`config.mk`:
```
export PLATFORM = sky130hd
export DESIGN_NAME = sync_burst_sram
export DESIGN_NICKNAME = d
export VERILOG_FILES = /design/src/rtl/sbsram_pkg.sv /design/src/rtl/sbsram_burst_ctrl.sv /design/src/rtl/sbsram_lane_mask.sv /design/src/rtl/sbsram_lane_array.sv /design/src/rtl/sync_burst_sram.sv
export SDC_FILE = /design/constraint.sdc
export NUM_CORES = 1
export LEC_CHECK = 0
export BUFFER_PORTS_ARGS = -buffer_cell sky130_fd_sc_hd__buf_2
export CAP_MARGIN = 20
export CELL_PAD_IN_SITES_DETAIL_PLACEMENT = 1
export CELL_PAD_IN_SITES_GLOBAL_PLACEMENT = 1
export CORE_MARGIN = 1
export CORE_UTILIZATION = 60
export DETAILED_ROUTE_END_ITERATION = 16
export PLACE_DENSITY_LB_ADDON = 0.1
export SYNTH_ARGS = -nofsm -noshare
export SYNTH_HDL_FRONTEND = slang
export SYNTH_SLANG_ARGS = --single-unit
```
`constraint.sdc`:
```
create_clock -name clk -period 8.32 [get_ports clk]
set_input_delay 0.416 -clock clk [delete_from_list [all_inputs] [get_ports clk]]
set_output_delay 0.416 -clock clk [all_outputs]
set_load 0.05 [all_outputs]
```
`src/rtl/sbsram_pkg.sv`:
```
package sbsram_pkg;
  // Kind of array access decided on a clock edge
  typedef enum logic [1:0] {
    ACC_NONE = 2'd0,
    ACC_RD   = 2'd1,
    ACC_WR   = 2'd2
  } acc_e;
endpackage

```
`src/rtl/sbsram_burst_ctrl.sv`:
```
// Strobe arbitration, address register and burst counter.
module sbsram_burst_ctrl #(
  parameter int unsigned ADDR_W = 6,
  parameter int unsigned CNT_W  = 2   // must be below ADDR_W
) (
  input  logic              clk,
  input  logic              rst_n,
  input  logic [ADDR_W-1:0] addr_i,
  input  logic              proc_strb_n,
  input  logic              ctrl_strb_n,
  input  logic              adv_n,
  input  logic              sel_a_n,
  input  logic              sel_b,
  input  logic              sel_c_n,
  input  logic              order_ilv,
  output logic              go_o,
  output logic              proc_start_o,
  output logic [ADDR_W-1:0] acc_addr_o,
  output logic [ADDR_W-1:0] base_o,
  output logic [CNT_W-1:0]  cnt_o,
  output logic              active_o
);
  logic              sel_ok, proc_take, ctrl_take, start, step;
  logic [CNT_W-1:0]  cnt_q, cnt_nx, low;
  logic [ADDR_W-1:0] base_q;
  logic              active_q;

  always_comb begin
    sel_ok    = !sel_a_n && sel_b && !sel_c_n;
    proc_take = !proc_strb_n && !sel_a_n;          // first select masks it
    ctrl_take = !ctrl_strb_n && !proc_take;        // processor strobe wins
    start     = proc_take || ctrl_take;
    step      = active_q && !adv_n && proc_strb_n && ctrl_strb_n;
    cnt_nx    = step ? cnt_q + 1'b1 : cnt_q;
    low       = order_ilv ? (base_q[CNT_W-1:0] ^ cnt_nx)
                          : (base_q[CNT_W-1:0] + cnt_nx);
    acc_addr_o   = start ? addr_i : {base_q[ADDR_W-1:CNT_W], low};
    go_o         = start ? sel_ok : active_q;
    proc_start_o = proc_take;
  end

  always_ff @(posedge clk or negedge rst_n) begin
    if (!rst_n) begin
      active_q <= 1'b0;
      base_q   <= '0;
      cnt_q    <= '0;
    end else if (start) begin
      active_q <= sel_ok;
      base_q   <= addr_i;
      cnt_q    <= '0;
    end else begin
      cnt_q    <= cnt_nx;
    end
  end

  assign base_o   = base_q;
  assign cnt_o    = cnt_q;
  assign active_o = active_q;
endmodule

```
`src/rtl/sbsram_lane_mask.sv`:
```
// Decodes global and per-lane write controls into a lane mask.
module sbsram_lane_mask #(
  parameter int unsigned LANES = 2
) (
  input  logic             all_wr_n,
  input  logic             lane_wr_en_n,
  input  logic [LANES-1:0] lane_strb_n,
  output logic [LANES-1:0] mask_o
);
  always_comb begin
    if (!all_wr_n)          mask_o = '1;
    else if (!lane_wr_en_n) mask_o = ~lane_strb_n;
    else                    mask_o = '0;
  end
endmodule

```
`src/rtl/sbsram_lane_array.sv`:
```
// Lane-split storage, access register and data-out register.
module sbsram_lane_array
  import sbsram_pkg::*;
#(
  parameter int unsigned ADDR_W = 6,
  parameter int unsigned LANE_W = 9,
  parameter int unsigned LANES  = 2
) (
  input  logic                    clk,
  input  logic                    rst_n,
  input  acc_e                    kind_i,
  input  logic [ADDR_W-1:0]       addr_i,
  input  logic [LANES-1:0]        lane_we_i,
  input  logic [LANE_W*LANES-1:0] din_i,
  output logic [LANE_W*LANES-1:0] dout_o,
  output logic                    rd_vld_o,
  output logic                    wr_hiz_o
);
  localparam int unsigned DEPTH = 1 << ADDR_W;

  logic [ADDR_W-1:0] acc_addr_q;
  logic              acc_rd_q, rd_vld_q, wr_hiz_q;

  always_ff @(posedge clk or negedge rst_n) begin
    if (!rst_n) begin
      acc_addr_q <= '0;
      acc_rd_q   <= 1'b0;
      rd_vld_q   <= 1'b0;
      wr_hiz_q   <= 1'b0;
    end else begin
      acc_addr_q <= addr_i;
      acc_rd_q   <= (kind_i == ACC_RD);
      rd_vld_q   <= acc_rd_q;
      wr_hiz_q   <= (kind_i == ACC_WR);
    end
  end

  for (genvar g = 0; g < LANES; g++) begin : g_lane
    logic [LANE_W-1:0] mem_q [DEPTH];
    logic [LANE_W-1:0] out_q;
    always_ff @(posedge clk) begin
      if (lane_we_i[g]) mem_q[addr_i] <= din_i[g*LANE_W +: LANE_W];
      if (acc_rd_q)     out_q <= mem_q[acc_addr_q];
    end
    assign dout_o[g*LANE_W +: LANE_W] = out_q;
  end

  assign rd_vld_o = rd_vld_q;
  assign wr_hiz_o = wr_hiz_q;
endmodule

```
`src/rtl/sync_burst_sram.sv`:
```
module sync_burst_sram
  import sbsram_pkg::*;
#(
  parameter int unsigned ADDR_W = 6,
  parameter int unsigned LANE_W = 9,
  parameter int unsigned LANES  = 2,
  parameter int unsigned BURST  = 4
) (
  input  logic                    clk,
  input  logic                    rst_n,
  input  logic [ADDR_W-1:0]       addr,
  input  logic [LANE_W*LANES-1:0] din,
  input  logic                    proc_strb_n,
  input  logic                    ctrl_strb_n,
  input  logic                    adv_n,
  input  logic                    sel_a_n,
  input  logic                    sel_b,
  input  logic                    sel_c_n,
  input  logic                    order_ilv,
  input  logic                    all_wr_n,
  input  logic                    lane_wr_en_n,
  input  logic [LANES-1:0]        lane_strb_n,
  input  logic                    out_en_n,
  output logic [LANE_W*LANES-1:0] dout,
  output logic                    dout_vld
);
  localparam int unsigned CNT_W = $clog2(BURST);

  logic              go, proc_start, burst_active, rd_vld, wr_hiz;
  logic [ADDR_W-1:0] acc_addr, base_addr;
  logic [CNT_W-1:0]  burst_cnt;
  logic [LANES-1:0]  wr_mask, lane_we;
  acc_e              acc_kind;

  sbsram_burst_ctrl #(.ADDR_W(ADDR_W), .CNT_W(CNT_W)) u_ctrl (
    .clk(clk), .rst_n(rst_n), .addr_i(addr),
    .proc_strb_n(proc_strb_n), .ctrl_strb_n(ctrl_strb_n), .adv_n(adv_n),
    .sel_a_n(sel_a_n), .sel_b(sel_b), .sel_c_n(sel_c_n), .order_ilv(order_ilv),
    .go_o(go), .proc_start_o(proc_start), .acc_addr_o(acc_addr),
    .base_o(base_addr), .cnt_o(burst_cnt), .active_o(burst_active)
  );

  sbsram_lane_mask #(.LANES(LANES)) u_mask (
    .all_wr_n(all_wr_n), .lane_wr_en_n(lane_wr_en_n),
    .lane_strb_n(lane_strb_n), .mask_o(wr_mask)
  );

  // Write controls count only on accesses not opened by the processor strobe
  always_comb begin
    lane_we  = (go && !proc_start) ? wr_mask : '0;
    acc_kind = !go ? ACC_NONE : ((|lane_we) ? ACC_WR : ACC_RD);
  end

  sbsram_lane_array #(.ADDR_W(ADDR_W), .LANE_W(LANE_W), .LANES(LANES)) u_array (
    .clk(clk), .rst_n(rst_n), .kind_i(acc_kind), .addr_i(acc_addr),
    .lane_we_i(lane_we), .din_i(din), .dout_o(dout),
    .rd_vld_o(rd_vld), .wr_hiz_o(wr_hiz)
  );

  assign dout_vld = rd_vld && !out_en_n && !wr_hiz;
endmodule

```
# Yosys cells after proc, flatten, opt, wreduce, memory -nomap -nowiden
# Memories as Yosys holds them, arrays and structs flattened. A register that Yosys moved wholly into a read port is not among the register bits.
# Index checks and enable logic that the tools add are counted.
[classes] addsub=2 n_eq_ne=2 mux=14 n_bitwise=2 n_reduce_logical=20
[op_table] operator="$mux 2" count=8
[op_table] operator="$logic_and 1x1->1" count=10
[op_table] operator="$logic_not 1->1" count=8
[op_table] operator="$mux 6" count=1
[op_table] operator="$mux 1" count=5
[op_table] operator="$add 2x1->2 const B" count=1
[op_table] operator="$add 2x2->2" count=1
[op_table] operator="$eq 2x1->1 const B" count=1
[op_table] operator="$eq 2x2->1 const B" count=1
[op_table] operator="$not 2->2" count=1
[op_table] operator="$reduce_or 2->1" count=1
[op_table] operator="$xor 2x2->2" count=1
[op_table] operator="$logic_or 1x1->1" count=1
[word_totals] register_bits=18 ramBits=1152 inputBits=38 out_inout_bits=19 elab_cells=49 memories=2
[mem_list] name="u_array.g_lane[0].mem_q" words=64 word_bits=9 read_ports=1 rd_clocked_by_memory_dff=1 wr=1 line="sbsram_lane_array.sv:39" rtl="logic [LANE_W-1:0] mem_q [DEPTH];"
[mem_list] name="u_array.g_lane[1].mem_q" words=64 word_bits=9 read_ports=1 rd_clocked_by_memory_dff=1 wr=1 line="sbsram_lane_array.sv:39"

# Logic depth before layout (Yosys ltp)
[logic_depth] word_depth=12 ltp_mapped=9 mapped_depth_nobuf=8

# By module
# A second synthesis with hierarchy kept.
[hier_totals] cells_unflattened=2189 area_unflattened_um2=45997.9
[by_module_without_submodules] module="sbsram_lane_array" n_inst=1 cells_per_inst=2143 area_each_um2=45468.6 seq_area_each_um2=35358.9
[by_module_without_submodules] module="sbsram_burst_ctrl" n_inst=1 cells_per_inst=38 area_each_um2=467.9 seq_area_each_um2=225.2
[by_module_without_submodules] module="sync_burst_sram" n_inst=1 cells_per_inst=6 area_each_um2=51.3 seq_area_each_um2=0.0
[by_module_without_submodules] module="sbsram_lane_mask" n_inst=1 cells_per_inst=2 area_each_um2=10.0 seq_area_each_um2=0.0

# Worst setup path before layout
# No wires, ideal clock.
[synth_timing] path_type="input to register" from="input port adv_n" to="memory u_array.g_lane[1].mem_q[29][1], enable pin" setup_ns=0.374 arrival_time_ns=2.586 required_ns=7.946 path_slack_ns=5.359 path_stages=9 n_path_buf=1 path_cell_list="nand4b_1 > xnor2_1 > ha_1 > nor2b_1 > xnor2_1 > xnor3_2 > o31a_1 > buf_2 > nor2_1"
[synth_between] elab_chain_len=8 word_cells_on_any_way=9 classes_between="1 x add/sub; 3 x mux; 1 x bitwise; 4 x reduce/logical"
[synth_lines] element="start: declaration" line="sync_burst_sram.sv:15" rtl="input logic adv_n,"
[synth_lines] element="$logic_not 1->1 (*)" line="sbsram_burst_ctrl.sv:33" rtl="step = active_q && !adv_n && proc_strb_n && ctrl_strb_n;"
[synth_lines] element="$logic_and 1x1->1 (*) (3 in series)" line="sbsram_burst_ctrl.sv:33"
[synth_lines] element="$mux 2 (*)" line="sbsram_burst_ctrl.sv:34" rtl="cnt_nx = step ? cnt_q + 1'b1 : cnt_q;"
[synth_lines] element="$add 2x2->2 / $xor 2x2->2 (equally long branches)" line="sbsram_burst_ctrl.sv:36, sbsram_burst_ctrl.sv:35"
[synth_lines] element="$mux 2 (*)" line="sbsram_burst_ctrl.sv:35" rtl="low = order_ilv ? (base_q[CNT_W-1:0] ^ cnt_nx)"
[synth_lines] element="$mux 6 (*)" line="sbsram_burst_ctrl.sv:37" rtl="acc_addr_o = start ? addr_i : {base_q[ADDR_W-1:CNT_W], low};"
[synth_lines] element="end: declaration" line="sbsram_lane_array.sv:39"
# Every way passes the cells marked *; elsewhere a longest branch is shown, timed or not.

==> flow_results.org <==
** Status
- The flow ran to the end, and the final reports show no timing, DRC or antenna violations.

** Placed design
- Area of placed instances :: between 40000 and 50000 µm²
- Buffers placed on the I/O ports in this run total 56.
- Detailed placement finished with a half-perimeter wire length of 75300 µm.
- Weighted congestion at the end of routability-driven global placement :: 0.852

** Cells and area
- Cells with a size suffix above 1 make up 26.9% of the layout.
- Count of nets after finishing :: 2412
- Highest-count cells in the layout ignoring fill and taps :: sky130_fd_sc_hd__edfxtp_1, sky130_fd_sc_hd__mux4_2, sky130_fd_sc_hd__nor2_1, sky130_fd_sc_hd__mux2_2, sky130_fd_sc_hd__clkbuf_16
- Number of inserted diodes :: 0
- The finished cells cover about 50000 µm².
- Area Overhead vs Synth :: 11.9%
- Counting the fill cells in the layout gives 5937.
- Leading cell type in the layout, fill and taps excluded :: sky130_fd_sc_hd__edfxtp_1

** Timing
- Setup violations remaining at the end of the flow were counted as 0.
- Setup repair after global routing left no endpoint under its margin.
- Worst-Margin Slew :: 1.14 ns
- The final hold violation count is 0.
- The clock period could shrink to about 3.8 ns.
- Headroom to the max-slew limit came out at between 20% and 30%.
- The number of pins with negative max-slew slack in the final report came to 0.
- Clock skew on the completed layout was measured at between 0.02 and 0.03 ns.
- Summed over all failing endpoints, the final setup total negative slack is 0 ns.
- Crit share post-route :: 46.3%
- Static timing analysis puts the maximum clock frequency at between 200 and 300 MHz.

** GRT
- Antenna violations before repair :: 6
- Maximum number of pins on one net before global-route repair :: 111
- Total global routing track utilization :: 33.3%
- Via count of the first global-routing pass :: 24842
- The first global-routing pass estimated 182000 µm of wire.
- Summed over all layers, the global routing overflow is 0.

** Yosys
- Yosys mapped a number of flops with a built-in enable equal to 1170.
- Unique masters post-synth :: 52
- Post-synthesis net count :: 2301
- Cell types with the largest area share after synthesis :: sky130_fd_sc_hd__edfxtp_1, sky130_fd_sc_hd__mux4_2, sky130_fd_sc_hd__mux2_2
- Summing the sequential cell areas from Yosys gives slightly below 80% of the chip area.
- Library cell with the largest summed area after synthesis :: sky130_fd_sc_hd__edfxtp_1
- Post-synth top area share :: 76.3%
- Post-synthesis instance area :: between 40000 and 50000 µm²
- Synthesis handed over a netlist of 2262 instances.
- In the synthesized netlist the dominant register cell turns out to be sky130_fd_sc_hd__edfxtp_1.
- Share of flip-flops with an asynchronous set or reset after synthesis :: 1.52%
- After synthesis the netlist holds a flip-flop and latch count of 1188.
- For this run, the number of Yosys warnings is 0.
- Per-instance average area after synthesis :: 20.4 µm²

** Route
- Remaining DRCs :: 0
- Avg WL per Cell :: 36.3 µm
- Before antenna repair, the detailed router went through 5 iterations.
- Via density per instance :: 6.91
- Wirelength, routed :: 127000 µm
- Via total after detailed routing :: between 20000 and 25000
- In this run the remaining antenna-violating nets after routing total 0.
- In this run, the number of DRC markers left after iteration 0 of detailed routing was roughly 3200.

** Power
- For this design the static power due to leakage is ~0.016 µW.
- Power density cells :: 254 nW/µm²
- Worst IR drop on VDD :: between 200 and 250 µV

** Floorplanning
- Measured along the x axis, the die boundary spans roughly 280 µm.
- Measured along the y axis, the die boundary spans 279 µm.
- Number of top-level pins :: 57
- The core region is 75900 µm².
- Row generation in the floorplan step produced 101 rows.
- The die covers roughly 80000 µm².
- The initial utilization of the core area, before any placement, comes to approximately three fifths.

** Critical path
- Type of the worst setup path :: reg -> reg
- Data required, critical path :: roughly 8.7 ns
- The worst setup path is launched from a register.
- Biggest fanout along the worst timing path :: 46
- Measured in cells, the most critical reg-to-reg path has a length of 6.
- For flop-to-flop paths, the worst setup slack is between 4 and 5 ns.
- Endpoint arrival time on the critical path :: 4.25 ns
- STA classifies the critical path endpoint as a register.

** CTS
- CTS Sinks :: 1188
- TritonCTS built the clock tree.
- Maximum level of the CTS H-tree :: 3
- Clock latency on the worst-skew pair :: approximately 0.69 ns
- After clock tree synthesis, the clock-pin slew on the worst setup and hold paths is 0.06 ns.
- Counting the buffers created by CTS gives between 100 and 150.
- Resized cells post-CTS :: 0
- Clock buffer depth :: 3
- The tree is rooted in a sky130_fd_sc_hd__clkbuf_16.

** Min path
- Hold/Removal Path Class :: in -> reg
- Hold Path Depth :: 3

** Flow run
- Max-cap violation count :: 0
cells by family (layout without fill, tap and decap cells):
family / count (synthesis) / in the layout / share of synthesized area [%]
AND/OR/NAND/NOR: 274 / 274 / 2.67
flip-flops: 1188 / 1188 / 77.2
AO/OA/AOI/OAI: 256 / 256 / 3.65
XOR/XNOR: 4 / 4 / 0.109
multiplexers: 410 / 410 / 15.0
buffers and inverters: 129 / 342 / 1.27
adder cells (fa/ha/maj): 1 / 1 / 0.0272
per-stage QoR:
step	instances	hold WS, ns	util, %	worst slack [ns]	power [µW]
after floorplan	2262	0.120	-	5.36	7340
after global placement	3274	0.373	62.5	3.36	7750
after detailed placement	3280	0.395	62.7	4.42	7790
after CTS	3504	0.0129	67.8	4.46	13100
after global routing	3505	0.0546	67.8	4.30	13300
final	3505	0.0395	67.8	4.47	13100
sequential cells by signal (all words and copies together), names as in the netlist:
name / count
u_array.acc_addr_q: 6
u_array.acc_rd_q: 1
u_array.g_lane.mem_q: 1152
u_array.g_lane.out_q: 18
u_array.rd_vld_o: 1
u_array.wr_hiz_o: 1
u_ctrl.active_o: 1
u_ctrl.base_o: 6
u_ctrl.cnt_o: 2
layout make-up:
cell class / instances / area, µm² / area share, %
inverter: 4 / 15.0 / 0.0291
clock inverter: 75 / 777 / 1.51
sequential: 1188 / 35600 / 69.1
tap: 1030 / 1290 / 2.50
timing repair buffer: 116 / 810 / 1.57
clock buffer: 147 / 3130 / 6.07
multi-input combinational: 945 / 9910 / 19.2
metal layers:
| layer | wire, µm | track usage, % | vias up | part of all wire [%] |
|---|---|---|---|---|
| met5 | 27 | 0 | - | 0.021 |
| met4 | 4130 | 11.2 | 4 | 3.3 |
| met3 | 11400 | 5.63 | 269 | 8.9 |
| met2 | 61300 | 53.0 | 1523 | 48 |
| met1 | 50200 | 47.6 | 12825 | 40 |
| li1 | - | - | 9597 | - |
critical path, stage by stage, from the launching register on:
cell and delay [ns]:
sky130_fd_sc_hd__dfrtp_4 0.93, sky130_fd_sc_hd__buf_4 0.86, sky130_fd_sc_hd__mux4_2 0.63, sky130_fd_sc_hd__mux2i_1 0.34, sky130_fd_sc_hd__o22ai_1 0.24, sky130_fd_sc_hd__o22ai_1 0.43
sky130_fd_sc_hd__nor2_1 0.10
cells in the mapped netlist (2+ instances only):
master                     number
sky130_fd_sc_hd__a21oi_1        4
sky130_fd_sc_hd__a221oi_1       3
sky130_fd_sc_hd__a22o_1         3
sky130_fd_sc_hd__a22oi_1       44
sky130_fd_sc_hd__and2_0         3
sky130_fd_sc_hd__and2_1         4
sky130_fd_sc_hd__and4_1         4
sky130_fd_sc_hd__buf_1          6
sky130_fd_sc_hd__buf_2         51
sky130_fd_sc_hd__buf_4          6
sky130_fd_sc_hd__buf_6          2
sky130_fd_sc_hd__clkbuf_1      60
sky130_fd_sc_hd__dfrtp_1       18
sky130_fd_sc_hd__edfxtp_1    1170
sky130_fd_sc_hd__inv_1          4
sky130_fd_sc_hd__mux2_2       154
sky130_fd_sc_hd__mux2i_1       46
sky130_fd_sc_hd__mux4_2       210
sky130_fd_sc_hd__nand2_1       28
sky130_fd_sc_hd__nand2b_1       3
sky130_fd_sc_hd__nand3_1       42
sky130_fd_sc_hd__nand3b_1       6
sky130_fd_sc_hd__nand4_1        8
sky130_fd_sc_hd__nand4b_1       2
sky130_fd_sc_hd__nor2_1       155
sky130_fd_sc_hd__nor2b_1        8
sky130_fd_sc_hd__nor3_1         3
sky130_fd_sc_hd__nor3b_1        3
sky130_fd_sc_hd__o211ai_1       3
sky130_fd_sc_hd__o211ai_2       2
sky130_fd_sc_hd__o21ai_0       73
sky130_fd_sc_hd__o21ai_1        2
sky130_fd_sc_hd__o221ai_1      11
sky130_fd_sc_hd__o221ai_2       2
sky130_fd_sc_hd__o22ai_1       99
sky130_fd_sc_hd__o41a_4         2
sky130_fd_sc_hd__xnor2_1        3
worst paths after layout:
check / endpoint / startpoint
worst min-delay path: u_array.acc_rd_q / all_wr_n
worst max-delay path: u_array.g_lane[0].out_q[5] / u_array.acc_addr_q[0]
worst max register to register: u_array.g_lane[0].out_q[5] / u_array.acc_addr_q[0]
max in group asynchronous: u_array.acc_addr_q[0] / rst_n
min in group asynchronous: u_array.wr_hiz_o / rst_n
worst min register to register: u_ctrl.base_o[0] / u_ctrl.base_o[0]
timing repair:
action                    CTS  global route
buffers inserted            0             0
hold buffers                2             0
hold endpoints to repair   19             0
where the power goes:
group | switching (µW) | internal, µW | leakage, µW
logic | 681 | 366 | 0.00346
registers | 44.7 | 6600 | 0.0107
clock network | 2230 | 3150 | 0.00189
No activity file was read; power rests on OpenSTA's default activity.
